**src/rtl/gpio_irq_pkg.sv**
```systemverilog
package gpio_irq_pkg;

    // Byte offsets of the bitmap words seen by the register decoder.
    localparam int STAT_BASE  = 32'h80;
    localparam int EN_BASE    = 32'h90;
    localparam int WORD_BYTES = 4;

    // Detection type, encoded as {trig_level, trig_invert}.
    typedef enum logic [1:0] {
        TRIG_RISE = 2'b00,
        TRIG_FALL = 2'b01,
        TRIG_LOW  = 2'b10,
        TRIG_HIGH = 2'b11
    } trig_mode_e;

endpackage

```
**src/rtl/gpio_irq_sync.sv**
```systemverilog
module gpio_irq_sync #(
    parameter int WIDTH = 95
) (
    input  logic             clk,
    input  logic             rst_n,
    input  logic [WIDTH-1:0] pin_raw,
    output logic [WIDTH-1:0] lvl_now,
    output logic [WIDTH-1:0] lvl_prev
);

    logic [WIDTH-1:0] meta_q;

    // Two stages of synchronization plus one stage of history for edges.
    always_ff @(posedge clk or negedge rst_n) begin
        if (!rst_n) begin
            meta_q   <= '0;
            lvl_now  <= '0;
            lvl_prev <= '0;
        end else begin
            meta_q   <= pin_raw;
            lvl_now  <= meta_q;
            lvl_prev <= lvl_now;
        end
    end

endmodule

```
**src/rtl/gpio_irq_detect.sv**
```systemverilog
module gpio_irq_detect
    import gpio_irq_pkg::*;
#(
    parameter int NUM_PINS = 95
) (
    input  logic                clk,
    input  logic                rst_n,
    input  logic [NUM_PINS-1:0] lvl_now,
    input  logic [NUM_PINS-1:0] lvl_prev,
    input  logic [NUM_PINS-1:0] trig_level,
    input  logic [NUM_PINS-1:0] trig_invert,
    input  logic [NUM_PINS-1:0] sense_off,
    output logic [NUM_PINS-1:0] evt
);

    for (genvar i = 0; i < NUM_PINS; i++) begin : g_pin
        trig_mode_e mode;
        logic       hit;

        assign mode = trig_mode_e'({trig_level[i], trig_invert[i]});

        always_comb begin
            hit = 1'b0;
            unique case (mode)
                TRIG_RISE: hit = lvl_now[i] & ~lvl_prev[i];
                TRIG_FALL: hit = ~lvl_now[i] & lvl_prev[i];
                TRIG_LOW:  hit = ~lvl_now[i];
                TRIG_HIGH: hit = lvl_now[i];
            endcase
        end

        assign evt[i] = hit & ~sense_off[i];

        // an edge-mode event needs a change between samples
        assert_edge_needs_change_R2: assert property (@(posedge clk) disable iff (!rst_n)
            (evt[i] && !trig_level[i]) |-> (lvl_now[i] != lvl_prev[i]));

        // a level-mode event matches the level picked by the invert bit
        assert_level_matches_R4: assert property (@(posedge clk) disable iff (!rst_n)
            (evt[i] && trig_level[i]) |-> (lvl_now[i] == trig_invert[i]));
    end

endmodule

```
**src/rtl/gpio_irq_word.sv**
```systemverilog
module gpio_irq_word
    import gpio_irq_pkg::*;
#(
    parameter int WIDTH  = 32,
    parameter int ADDR_W = 8,
    parameter int IDX    = 0
) (
    input  logic              clk,
    input  logic              rst_n,
    input  logic              wr_en,
    input  logic [ADDR_W-1:0] wr_addr,
    input  logic [WIDTH-1:0]  wr_data,
    input  logic [WIDTH-1:0]  evt,
    input  logic [WIDTH-1:0]  sense_off,
    output logic [WIDTH-1:0]  stat_q,
    output logic [WIDTH-1:0]  en_q,
    output logic              pend
);

    localparam logic [ADDR_W-1:0] STAT_ADDR = ADDR_W'(STAT_BASE + IDX * WORD_BYTES);
    localparam logic [ADDR_W-1:0] EN_ADDR   = ADDR_W'(EN_BASE + IDX * WORD_BYTES);

    logic             stat_we;
    logic             en_we;
    logic [WIDTH-1:0] clr_mask;

    assign stat_we  = wr_en && (wr_addr == STAT_ADDR);
    assign en_we    = wr_en && (wr_addr == EN_ADDR);
    assign clr_mask = stat_we ? wr_data : '0;

    // A fresh event overrides a clear aimed at the same bit.
    always_ff @(posedge clk or negedge rst_n) begin
        if (!rst_n) begin
            stat_q <= '0;
            en_q   <= '0;
        end else begin
            stat_q <= (stat_q & ~clr_mask) | evt;
            if (en_we) begin
                en_q <= wr_data;
            end
        end
    end

    assign pend = |(stat_q & en_q);

    // bits written 1 with no competing event are clear afterwards
    assert_w1c_clears_R5: assert property (@(posedge clk) disable iff (!rst_n)
        stat_we |=> ((stat_q & $past(wr_data & ~evt)) == '0));

    // an enable write lands the whole data word
    assert_en_write_R6: assert property (@(posedge clk) disable iff (!rst_n)
        en_we |=> (en_q == $past(wr_data)));

    // no status bit rises on a pin whose sensing was off
    assert_no_set_when_off_R8: assert property (@(posedge clk) disable iff (!rst_n)
        1'b1 |=> ((stat_q & ~$past(stat_q) & $past(sense_off)) == '0));

endmodule

```
**src/rtl/gpio_irq_unit.sv**
```systemverilog
module gpio_irq_unit
    import gpio_irq_pkg::*;
#(
    parameter int NUM_PINS = 95,
    parameter int WORD_W   = 32,
    parameter int ADDR_W   = 8
) (
    input  logic                clk,
    input  logic                rst_n,
    input  logic [NUM_PINS-1:0] pin_in,
    input  logic [NUM_PINS-1:0] trig_level,
    input  logic [NUM_PINS-1:0] trig_invert,
    input  logic [NUM_PINS-1:0] sense_off,
    input  logic                wr_en,
    input  logic [ADDR_W-1:0]   wr_addr,
    input  logic [WORD_W-1:0]   wr_data,
    output logic [NUM_PINS-1:0] stat_bits,
    output logic [NUM_PINS-1:0] en_bits,
    output logic                irq
);

    localparam int NUM_WORDS = (NUM_PINS + WORD_W - 1) / WORD_W;

    logic [NUM_PINS-1:0]  lvl_now;
    logic [NUM_PINS-1:0]  lvl_prev;
    logic [NUM_PINS-1:0]  evt;
    logic [NUM_WORDS-1:0] pend;

    gpio_irq_sync #(.WIDTH(NUM_PINS)) u_sync (
        .clk      (clk),
        .rst_n    (rst_n),
        .pin_raw  (pin_in),
        .lvl_now  (lvl_now),
        .lvl_prev (lvl_prev)
    );

    gpio_irq_detect #(.NUM_PINS(NUM_PINS)) u_detect (
        .clk         (clk),
        .rst_n       (rst_n),
        .lvl_now     (lvl_now),
        .lvl_prev    (lvl_prev),
        .trig_level  (trig_level),
        .trig_invert (trig_invert),
        .sense_off   (sense_off),
        .evt         (evt)
    );

    for (genvar w = 0; w < NUM_WORDS; w++) begin : g_word
        localparam int LO = w * WORD_W;
        localparam int VB = ((NUM_PINS - LO) > WORD_W) ? WORD_W : (NUM_PINS - LO);

        gpio_irq_word #(
            .WIDTH  (VB),
            .ADDR_W (ADDR_W),
            .IDX    (w)
        ) u_word (
            .clk       (clk),
            .rst_n     (rst_n),
            .wr_en     (wr_en),
            .wr_addr   (wr_addr),
            .wr_data   (wr_data[VB-1:0]),
            .evt       (evt[LO +: VB]),
            .sense_off (sense_off[LO +: VB]),
            .stat_q    (stat_bits[LO +: VB]),
            .en_q      (en_bits[LO +: VB]),
            .pend      (pend[w])
        );
    end

    // Registered combine keeps the wide OR off the interrupt path.
    always_ff @(posedge clk or negedge rst_n) begin
        if (!rst_n) begin
            irq <= 1'b0;
        end else begin
            irq <= |pend;
        end
    end

    // irq tracks the masked status one cycle later
    assert_irq_follows_R7: assert property (@(posedge clk) disable iff (!rst_n)
        1'b1 |=> (irq == $past(|(stat_bits & en_bits))));

endmodule

```
**config.mk**
```make
export PLATFORM = sky130hd
export DESIGN_NAME = gpio_irq_unit
export DESIGN_NICKNAME = d
export VERILOG_FILES = /design/src/rtl/gpio_irq_pkg.sv /design/src/rtl/gpio_irq_sync.sv /design/src/rtl/gpio_irq_detect.sv /design/src/rtl/gpio_irq_word.sv /design/src/rtl/gpio_irq_unit.sv
export SDC_FILE = /design/constraint.sdc
export NUM_CORES = 1
export LEC_CHECK = 0
export ABC_AREA = 1
export BUFFER_PORTS_ARGS = -buffer_cell sky130_fd_sc_hd__buf_4
export CORE_AREA = 2 2 240 242
export CTS_CLUSTER_DIAMETER = 40
export DETAILED_ROUTE_END_ITERATION = 16
export DIE_AREA = 0 0 242 244
export GPL_ROUTABILITY_DRIVEN = 0
export HOLD_SLACK_MARGIN = 0.03
export PLACE_DENSITY = 0.67
export SYNTH_ARGS = -nofsm -noshare
export SYNTH_HDL_FRONTEND = slang
export SYNTH_HIERARCHICAL = 1
export SYNTH_SLANG_ARGS = --single-unit
```
**constraint.sdc**
```tcl
create_clock -name clk -period 1.1 [get_ports clk]
set_input_delay 0.11 -clock clk [delete_from_list [all_inputs] [get_ports clk]]
set_output_delay 0.11 -clock clk [all_outputs]
set_load 0.005 [all_outputs]
```
==> impl_metrics.ini <==
[cts]
cts.clk_slew.worst_paths_ns = 0.06
numCtsBuffers = 77
cts-root-buf = clkbuf_16
clk_path_buf_depth = 3
cts.htree.levels = 3
worstSkewPairLatency_ns = 0.63
cts.sinks = 476
cts_tree = yes

[timing]
hold_viol = 0
setup_violations = 197
slew_violations = 0
slew_headroom = 0.697
whs_ns = 0.0646
fin_skew_ns = 0.0337
tightest_slew_ns = 0.453
rsz0062_at_grt = yes
setup_ws_ns = -0.313
timing.fmax_ghz = 0.708
post-route-period-util = 1.28
post-route-min-period_ns = 1.41

[drt]
wirelength_um = 89700
ant_nets = 0
first_pass_iters = 6
drc = 0
dr.first_iter.drc_count = 1508
num_vias = 22900
viasPerCell = 4.70
wl_per_cell_um = 18.4

[finish]
nets = 4476
fill_cells = 3924
multi_input_area_sq_um = 7180
drive_gt1_frac = 0.308
register_area_sq_um = 11900
final_cell_area_sq_um = 37600
area_growth_pct = 80.2

[synth]
synth_area_sq_um = 20900
syn-num-nets = 3079
avgSynthCellArea_sq_um = 7.85
yosysUniqueCellTypes = 19
ys_seq_area_frac = 0.571
ys_ff_latch = 476
yosys_warnings = 6
syn_inst = 2656

[outcome]
outcome = complete, but fails checks
violations = negative setup slack

[floorplanning]
fp.dieW_um = 242
start_util = 0.371
design.die.area_sq_um = 59000
fp.dieH_um = 244
io_pins = 614
core_area_sq_um = 56200
rows = 87

[power_and_ir_drop]
p_per_area_nw_per_um2 = 1410
p_comb_frac = 0.142
swShare = 0.257
power.total_mw = 52.9
p_leak_nw = 20.2
power_frac_clock = 0.505
ir_worst_vdd_v = 0.00118
internal_power_mw = 39.3
p_seq_frac = 0.353
power_switching_mw = 13.6

[global_route]
grt_pass1_vias = 24500
grt_max_degree = 68
grt_pass1_wl_um = 134000
grt_usage = 0.296
grt_antenna_before_repair = 1
overflow = 0

[setup_path]
path_buf_inv = 2
worstSetupEndpointType = register
criticalPathCategory = register to register
cp_max_fo = 2
reg2reg_depth = 9
slowest_stage = dfrtp_1
arrival_ns = 1.90
cp_data_required_time_ns = 1.59
cpMostUsedCell = nand2_1
crit_path_start_kind = register
crit_path_max_incr_delay_ns = 0.39
r2r_end = irq
cp_cell_sequence = buf_4 > nand2_1 > nand2_1 > nor2_1 > nand2_1 > nor2_2 > nand2_1 > inv_1 > nand2_1
crit_family = simple AND/OR/NAND/NOR gates
r2r-start = g_word[2].u_word/en_q[8]
reg2reg_slack_ns = -0.31

[place]
placed_area_sq_um = 28200
numPortBuffers = 613
post-place-ws_ns = -0.312
dpl.hpwl_um = 56800

[min_path]
holdPathEnd = g_word[1].u_word/stat_q[6]
hold_class = primary input to register
whs_path_depth = 8
worstHoldStart = trig_invert[38]

[run]
drv_cap = 0
-- worst max-delay path by stage --
stage,startpoint,end,slack (ns),cells past startpoint
floorplan,g_word[1].u_word/en_q[27],irq,0.09,8
global placement,g_word[0].u_word/en_q[19],irq,-0.33,10
detailed placement,g_word[0].u_word/en_q[19],irq,-0.31,10
CTS,g_word[0].u_word/en_q[22],en_bits[22],-0.31,2
global route,g_word[2].u_word/en_q[15],irq,-0.36,9
finish,g_word[2].u_word/en_q[8],irq,-0.31,9
-- cells by family (layout without fill, tap and decap cells) --
group	count (synthesis)	count (layout)	share of synthesized area
buffers and inverters	506	1962	0.0991
AND/OR/NAND/NOR	1611	1611	0.309
flip-flops	476	476	0.571
other	0	3	0
AO/OA/AOI/OAI	63	63	0.0205
-- layout by cell type, fill, tap and decap left out, types with 7 or more instances in the layout --
| cell type | count |
|---|---|
| buf_12 | 23 |
| buf_4 | 567 |
| buf_6 | 381 |
| bufinv_16 | 16 |
| clkbuf_16 | 77 |
| clkinv_2 | 7 |
| clkinvlp_4 | 9 |
| dfrtp_1 | 476 |
| dlygate4sd3_1 | 391 |
| inv_1 | 457 |
| inv_6 | 7 |
| nand2_1 | 945 |
| nand2_2 | 16 |
| nand3_1 | 55 |
| nand3_2 | 11 |
| nand4_1 | 63 |
| nor2_1 | 420 |
| nor2_2 | 82 |
| nor2_4 | 15 |
| o21ai_1 | 33 |
| o21ai_2 | 30 |
-- per-stage QoR --
stage / utilization / std cells / TNS [ns]
finish: 0.669 / 4871 / -47.31
global route: 0.669 / 4869 / -55.64
CTS: 0.661 / 4844 / -52.91
detailed placement: 0.503 / 4228 / -6.96
global placement: 0.503 / 4228 / -5.17
floorplan: - / 2656 / 0
-- state kept, by name, summed over array words and instances (netlist names) --
register / cells
g_word.u_word/en_q: 95
g_word.u_word/stat_q: 95
u_sync/lvl_now: 95
u_sync/lvl_prev: 95
u_sync/meta_q: 95
irq: 1
-- Yosys cell counts --
master | instances | area [sq um]
buf_2 | 25 | 125
buf_4 | 4 | 30.0
nor2_4 | 5 | 56.3
nand3_2 | 11 | 110
o21ai_1 | 33 | 165
nor2_2 | 2 | 12.5
inv_2 | 2 | 7.51
nor2_1 | 510 | 1910
nand3_1 | 55 | 275
buf_6 | 16 | 180
o21ai_2 | 30 | 263
inv_1 | 459 | 1720
nand4_1 | 63 | 394
nor2_8 | 1 | 20.0
nand2_4 | 1 | 11.3
nand2_2 | 2 | 12.5
dfrtp_1 | 476 | 11900
nand3b_4 | 2 | 40.0
nand2_1 | 959 | 3600
-- power by group through the flow --
stage | logic (mW) | clock network, mW | registers, mW
2_1_floorplan | 2.03 | 0 | 18.9
3_3_place_gp | 5.41 | 0 | 18.9
3_5_place_dp | 5.46 | 0 | 18.9
4_1_cts | 7.04 | 26.9 | 18.6
5_1_grt | 8.12 | 27.8 | 18.8
6_report | 7.52 | 26.7 | 18.7
-- area by class of cell --
type / instances / share of cell area
Timing Repair Buffer: 1363 / 0.344
Sequential cell: 476 / 0.317
Multi-Input combinational cell: 1674 / 0.191
Clock buffer: 87 / 0.0539
Inverter: 461 / 0.0460
Tap cell: 756 / 0.0252
Clock inverter: 51 / 0.0224
Antenna cell: 3 / 0.000200
-- routing by layer --
layer  up-vias  part of all wire  global-route usage
met4         0             0.068               0.177
li1      10700                 -                   -
met3       371             0.094               0.101
met1     10700              0.35               0.308
met2      1128              0.49               0.519
met5         -                 0                   0
-- worst min-delay path, cell delays in order --
cell and delay [ns]:
buf_4 0.08, inv_1 0.04, nand2_1 0.05, nand2_1 0.05, nor2_1 0.10, nor2_1 0.05
inv_1 0.08, nand2_1 0.06
-- what timing repair did --
item	in CTS	in global routing
gates resized for setup	394	97
pin swaps	3	61
cloned	0	0
setup endpoints to repair	194	239
buffers inserted	88	26
hold endpoints to repair	761	8
hold buffers	391	1
Note: power is estimated with default switching activity, not from simulation.
